$ cat config.mk
export PLATFORM = sky130hd
export DESIGN_NAME = link_integrity_mon
export DESIGN_NICKNAME = d
export VERILOG_FILES = /design/src/rtl/lim_pkg.sv /design/src/rtl/lim_ms_timer.sv /design/src/rtl/lim_fsm.sv /design/src/rtl/link_integrity_mon.sv
export SDC_FILE = /design/constraint.sdc
export NUM_CORES = 1
export LEC_CHECK = 0
export ABC_AREA = 1
export CAP_MARGIN = 25
export CORE_MARGIN = 2
export CORE_UTILIZATION = 51
export DETAILED_ROUTE_END_ITERATION = 6
export GPL_TIMING_DRIVEN = 0
export PLACE_DENSITY = 0.75
export SETUP_SLACK_MARGIN = 0.15
export SYNTH_ARGS = -nofsm -noshare
export SYNTH_HDL_FRONTEND = slang
export SYNTH_SLANG_ARGS = --single-unit
$ cat constraint.sdc
create_clock -name clk -period 1.35 [get_ports clk]
set_input_delay 0.27 -clock clk [delete_from_list [all_inputs] [get_ports clk]]
set_output_delay 0.27 -clock clk [all_outputs]
set_load 0.005 [all_outputs]
$ cat src/rtl/lim_pkg.sv
package lim_pkg;

   typedef enum logic [2:0] {
      LS_MON  = 3'd0,   // monitoring, link up
      LS_RST  = 3'd1,   // fail, counter cleared
      LS_WAIT = 3'd2,   // fail, pulse just counted
      LS_FAIL = 3'd3,   // fail, waiting for spaced pulses
      LS_EXT  = 3'd4    // recovered, waiting for quiet paths
   } lim_state_e;

endpackage

$ cat src/rtl/lim_ms_timer.sv
module lim_ms_timer #(
   parameter int LIMIT_MS = 4
) (
   input  logic clk,
   input  logic rst,
   input  logic restart,
   input  logic tick,
   output logic done
);

   localparam int CW = (LIMIT_MS < 2) ? 1 : $clog2(LIMIT_MS + 1);

   generate
      if (LIMIT_MS == 1) begin : g_flag
         logic seen;
         always_ff @(posedge clk) begin
            if (rst || restart) seen <= 1'b0;
            else if (tick)      seen <= 1'b1;
         end
         assign done = seen;
      end else begin : g_count
         logic [CW-1:0] cnt;
         always_ff @(posedge clk) begin
            if (rst || restart)                 cnt <= '0;
            else if (tick && cnt != CW'(LIMIT_MS)) cnt <= cnt + 1'b1;
         end
         assign done = (cnt == CW'(LIMIT_MS));
      end
   endgenerate

   AST_DONE_HOLDS: assert property (@(posedge clk) disable iff (rst)
      (done && !restart) |=> done);

endmodule

$ cat src/rtl/lim_fsm.sv
module lim_fsm
   import lim_pkg::*;
#(
   parameter int PULSE_MAX = 2
) (
   input  logic       clk,
   input  logic       rst,
   input  logic       test_en,
   input  logic       rx_act,
   input  logic       tx_act,
   input  logic       lp_strobe,
   input  logic       loss_done,
   input  logic       min_done,
   input  logic       max_done,
   output logic       loss_restart,
   output logic       min_restart,
   output logic       max_restart,
   output lim_state_e state
);

   localparam int PW = $clog2(PULSE_MAX + 1);

   lim_state_e    nxt;
   logic [PW-1:0] pcnt;
   logic          valid_lp, cnt_clr, cnt_inc, at_target;

   assign valid_lp  = lp_strobe && min_done;
   assign at_target = (pcnt == PW'(PULSE_MAX));

   always_comb begin
      nxt     = state;
      cnt_clr = 1'b0;
      cnt_inc = 1'b0;
      if (!test_en) begin
         nxt     = LS_MON;
         cnt_clr = 1'b1;
      end else begin
         case (state)
            LS_MON: begin
               if (!(rx_act || valid_lp) && loss_done) begin
                  nxt     = LS_RST;
                  cnt_clr = 1'b1;
               end
            end
            LS_RST: begin
               if (rx_act)        nxt = LS_EXT;
               else if (valid_lp) begin nxt = LS_WAIT; cnt_inc = 1'b1; end
            end
            LS_WAIT: nxt = (rx_act || at_target) ? LS_EXT : LS_FAIL;
            LS_FAIL: begin
               if (rx_act)        nxt = LS_EXT;
               else if (valid_lp) begin nxt = LS_WAIT; cnt_inc = 1'b1; end
               else if (max_done) begin nxt = LS_RST; cnt_clr = 1'b1; end
            end
            LS_EXT:  if (!rx_act && !tx_act) nxt = LS_MON;
            default: nxt = LS_MON;
         endcase
      end
   end

   always_ff @(posedge clk) begin
      if (rst) begin
         state <= LS_MON;
         pcnt  <= '0;
      end else begin
         state <= nxt;
         if (cnt_clr)                   pcnt <= '0;
         else if (cnt_inc && !at_target) pcnt <= pcnt + 1'b1;
      end
   end

   assign loss_restart = !test_en
                      || (state == LS_MON && (rx_act || valid_lp))
                      || (nxt == LS_MON && state != LS_MON);
   assign min_restart  = !test_en
                      || (valid_lp && (state == LS_MON || state == LS_RST || state == LS_FAIL))
                      || (nxt == LS_MON && state != LS_MON);
   assign max_restart  = (nxt == LS_FAIL) && (state != LS_FAIL);

   AST_BYPASS_TO_MON: assert property (@(posedge clk) disable iff (rst)
      !test_en |=> state == LS_MON);
   AST_LOSS_TO_RESET: assert property (@(posedge clk) disable iff (rst)
      (test_en && state == LS_MON && loss_done && !rx_act && !valid_lp) |=> state == LS_RST);
   AST_EARLY_PULSE_NO_COUNT: assert property (@(posedge clk) disable iff (rst)
      (test_en && state == LS_FAIL && lp_strobe && !min_done && !max_done && !rx_act) |=> $stable(pcnt));
   AST_CNT_RANGE: assert property (@(posedge clk) disable iff (rst)
      pcnt <= PW'(PULSE_MAX));
   AST_EXT_EXIT: assert property (@(posedge clk) disable iff (rst)
      (test_en && state == LS_EXT && !rx_act && !tx_act) |=> state == LS_MON);
   AST_MAX_TO_RESET: assert property (@(posedge clk) disable iff (rst)
      (test_en && state == LS_FAIL && max_done && !rx_act && !valid_lp) |=> state == LS_RST);
   AST_RESET_CNT_ZERO: assert property (@(posedge clk) disable iff (rst)
      state == LS_RST |-> pcnt == '0);

endmodule

$ cat src/rtl/link_integrity_mon.sv
module link_integrity_mon
   import lim_pkg::*;
#(
   parameter int LOSS_MS   = 100,
   parameter int MIN_MS    = 4,
   parameter int MAX_MS    = 50,
   parameter int PULSE_MAX = 2
) (
   input  logic clk,
   input  logic rst,
   input  logic ms_tick,
   input  logic test_en,
   input  logic rx_act,
   input  logic tx_act,
   input  logic lp_strobe,
   output logic link_good,
   output logic tx_en,
   output logic rx_en,
   output logic lpbk_en
);

   generate
      if (LOSS_MS < 1 || MIN_MS < 1 || MAX_MS < 1)
         $error("timer limits must be at least one tick");
      if (MIN_MS >= MAX_MS || MIN_MS >= LOSS_MS)
         $error("minimum pulse spacing must be below the other windows");
      if (PULSE_MAX < 1)
         $error("pulse target must be at least one");
   endgenerate

   lim_state_e state;
   logic loss_done, min_done, max_done;
   logic loss_restart, min_restart, max_restart;

   lim_ms_timer #(.LIMIT_MS(LOSS_MS)) u_loss (
      .clk(clk), .rst(rst), .restart(loss_restart), .tick(ms_tick), .done(loss_done));
   lim_ms_timer #(.LIMIT_MS(MIN_MS)) u_min (
      .clk(clk), .rst(rst), .restart(min_restart), .tick(ms_tick), .done(min_done));
   lim_ms_timer #(.LIMIT_MS(MAX_MS)) u_max (
      .clk(clk), .rst(rst), .restart(max_restart), .tick(ms_tick), .done(max_done));

   lim_fsm #(.PULSE_MAX(PULSE_MAX)) u_fsm (
      .clk(clk), .rst(rst), .test_en(test_en), .rx_act(rx_act), .tx_act(tx_act),
      .lp_strobe(lp_strobe), .loss_done(loss_done), .min_done(min_done),
      .max_done(max_done), .loss_restart(loss_restart), .min_restart(min_restart),
      .max_restart(max_restart), .state(state));

   logic path_block;
   assign path_block = (state == LS_RST) || (state == LS_WAIT) || (state == LS_FAIL);

   assign link_good = !test_en || (state == LS_MON);
   assign tx_en     = !test_en || (state == LS_MON);
   assign rx_en     = !test_en || !path_block;
   assign lpbk_en   = !test_en || !path_block;

endmodule

==> summary.md <==
| Metric | Value |
|---|---|
| Clock-pin slew on the worst setup and hold paths | `0.12 ns` |
| Max-slew headroom | `76.5%` |
| Seq cells post-synth | `21` |
| First-pass GRT wire length | `4.83 mm` |
| Fmax achieved | `0.657 GHz` |
| Starting DRT DRC Count | `24` |
| CTS tree | `done` |
| Outcome | `complete, but fails checks` |
| Worst setup path start | `u_min.g_count.cnt[1]$_SDFFE_PP0P_` |
| Most common cell after layout, fill and taps aside | `inv_1` |
| Total wire length | `between 3 and 4 mm` |
| Gpl congestion | `0.830` |
| Area contributors post-synth | `dfxtp_1 (34%), xor2_1 (9.1%), inv_1 (8.7%), nand2_1 (8.7%), nor2_1 (8.7%)` |
| CP Max Fanout | `5` |
| Area share of the largest cell type after synthesis | `33.6%` |
| DP HPWL | `1.90 mm` |
| Slew Viols, Final | `0` |
| Yosys cell types | `23` |
| Pwr/cell area | `595 nW/um2` |
| Synth warn | `0` |
| CTS buffer count | `3` |
| Mapped Cells | `174` |
| Detailed Routing Iterations Pass 1 | `4` |
| Final nets | `224` |
| Clock Latency Late Sink | `0.31 ns` |
| Final Util | `78.4%` |
| Max-Cap Viols | `0` |
| Gr usage total | `between 20% and 30%` |
| Area leader, netlist | `dfxtp_1` |
| Final Skew | `0.00791 ns` |
| Vias per cell | `around 5.1` |
| Place WS | `-0.449 ns` |
| Vias in the first global route | `1149` |
| Placeable Area | `2280 um2` |
| Syn nets | `about 190` |
| Vias | `1220` |
| Syn_area_per_cell | `7.20 um2` |
| Hold_sp | `test_en` |
| Drt wl/cell | `14.0 um` |
| Total clock sinks | `21` |
| Post-route antenna net violation count | `0` |
| Critical Path Sink Type | `register` |
| Standard-cell row count | `17` |
| CTS root buffer | `clkbuf_4` |
| Sequential area share after synthesis | `33.6%` |
| Setup violators final | `23` |
| Tmin final | `1.52 ns` |
| Port Buf Inserts | `9` |
| Die Y | `around 54 um` |
| Peak supply drop | `0.000673 V` |
| Required time of the worst setup path | `1.58 ns` |
| H-tree depth | `1` |
| Initial antenna violation count | `0` |
| Final period utilization | `113%` |
| FF-to-FF Start | `u_min.g_count.cnt[1]$_SDFFE_PP0P_` |
| CTS Buffer Depth | `2` |
| Failing checks | `negative setup slack` |
| Worst EP arrival | `roughly 1.8 ns` |
| Final setup margin | `-0.172 ns` |
| Endpoints failing hold | `0` |
| Unrepaired setup endpoints after global routing | `true` |
| DRC Markers | `0` |
| Die area | `about 2900 um2` |
| P_leak | `0.000742 uW` |
| Crit path kind | `register to register` |
| Commonest cells after routing, fill and taps aside | `inv_1 (22), nor2_1 (21), nand2_1 (21), buf_4 (18), dfxtp_1 (13)` |
| Hold buffers post-CTS | `0` |
| Area of the mapped netlist | `1250 um2` |
| IO Count | `11` |
| Startpoint types | `register` |
| Worst-Margin Slew | `about 0.35 ns` |
| Sum of negative setup slack | `-2.98 ns` |
| Grt ovf | `0` |
| Layout overhead on the synthesized area | `42.5%` |
| Die X | `between 50 and 60 um` |
| Largest net degree at the start of global routing | `12` |
| Hold crit path type | `input pin to register` |
| Share of layout cells above drive strength 1 | `41.6%` |
| Initial Utilization | `between 50% and 60%` |
| N_diodes | `0` |
==> where the power goes <==
| part | internal [uW] | total, uW | leakage [uW] | switching (uW) |
|---|---|---|---|---|
| Clock | 115 | 303 | 0.0000150 | 188 |
| Combinational | 55.5 | 126 | 0.000552 | 70.8 |
| Sequential | 625 | 632 | 0.000174 | 7.77 |
==> registers in the layout (all words and copies together) (netlist names) <==
| signal | flops |
|---|---|
| u_min.g_count.cnt | 3 |
| u_loss.g_count.cnt | 7 |
| u_fsm.state | 3 |
| u_fsm.pcnt | 2 |
| u_max.g_count.cnt | 6 |
==> timing repair <==
action | 4_1_cts | 5_1_grt
pin swaps | 21 | 11
hold endpoints to repair | 0 | 0
endpoints found under the setup margin | 25 | 25
setup buffers | 17 | 5
gates resized for setup | 51 | 17
==> stage by stage <==
stage	area [um2]	power, uW	hold slack [ns]	cells
after global routing	1780	1110	0.217	237
final	1780	1060	0.223	237
after detailed placement	1450	758	0.507	211
after global placement	1450	754	0.488	211
after CTS	1690	1060	0.210	232
after floorplan	1320	722	0.342	174
==> synth_stat cells <==
| cell type | count |
|---|---|
| o211ai_1 | 2 |
| nand2_1 | 29 |
| nand4_1 | 5 |
| nor2_1 | 29 |
| nand3_4 | 1 |
| buf_6 | 1 |
| clkinv_1 | 1 |
| nand3_1 | 14 |
| inv_2 | 1 |
| nand3_2 | 3 |
| xor2_1 | 13 |
| o21ai_0 | 5 |
| dfxtp_1 | 21 |
| buf_4 | 2 |
| or2_2 | 1 |
| a21oi_1 | 3 |
| o21ai_2 | 1 |
| nor2_2 | 3 |
| nand3b_1 | 1 |
| ha_1 | 7 |
| nand2_2 | 1 |
| o21bai_4 | 1 |
| inv_1 | 29 |
==> layout make-up <==
class,instances,area [um2]
Inverter,31,126
Tap cell,28,35.0
Timing Repair Buffer,31,265
Fill cell,153,492
Clock buffer,4,26.3
Buffer,3,30.0
Multi-Input combinational cell,119,863
Sequential cell,21,438
==> kinds of logic (layout without fill, tap and decap cells) <==
kind of cell | Yosys count | after routing | synth area share [%]
AOI/OAI and AO/OA | 12 | 12 | 6.59
xor gates and xnor gates | 13 | 13 | 9.09
adders and majority gates | 7 | 7 | 6.99
buffers and inverters | 34 | 69 | 11.4
DFF | 21 | 21 | 33.6
and+or+nand+nor | 87 | 87 | 32.4
==> layer usage <==
layer / part of all wire (%) / up-vias / track usage, %
met5: 0 / - / 0
met4: 3.5 / 0 / 16.2
met3: 2.9 / 12 / 3.06
met2: 50 / 26 / 41.2
met1: 44 / 574 / 26.6
li1: - / 608 / -
==> worst max-delay path: stages, from the launching register on <==
cell and delay, ns:
dfxtp_2 0.34, inv_2 0.07, ha_4 0.15, nand3_4 0.12, clkinv_4 0.09, buf_6 0.08
nand4_1 0.11, buf_4 0.18, xor2_2 0.15, nor2_1 0.15
==> final timing paths <==
path	endpoint	slack [ns]	depth (start not counted)
worst min register to register	u_fsm.pcnt[1]$_SDFFE_PP0P_	0.53	2
worst min-delay path	u_fsm.state[0]$_SDFF_PP0_	0.22	3
worst max-delay path	u_fsm.pcnt[0]$_SDFFE_PP0P_	-0.17	9
worst max register to register	u_fsm.pcnt[0]$_SDFFE_PP0P_	-0.17	9
Power figures use the tool's default switching activity.
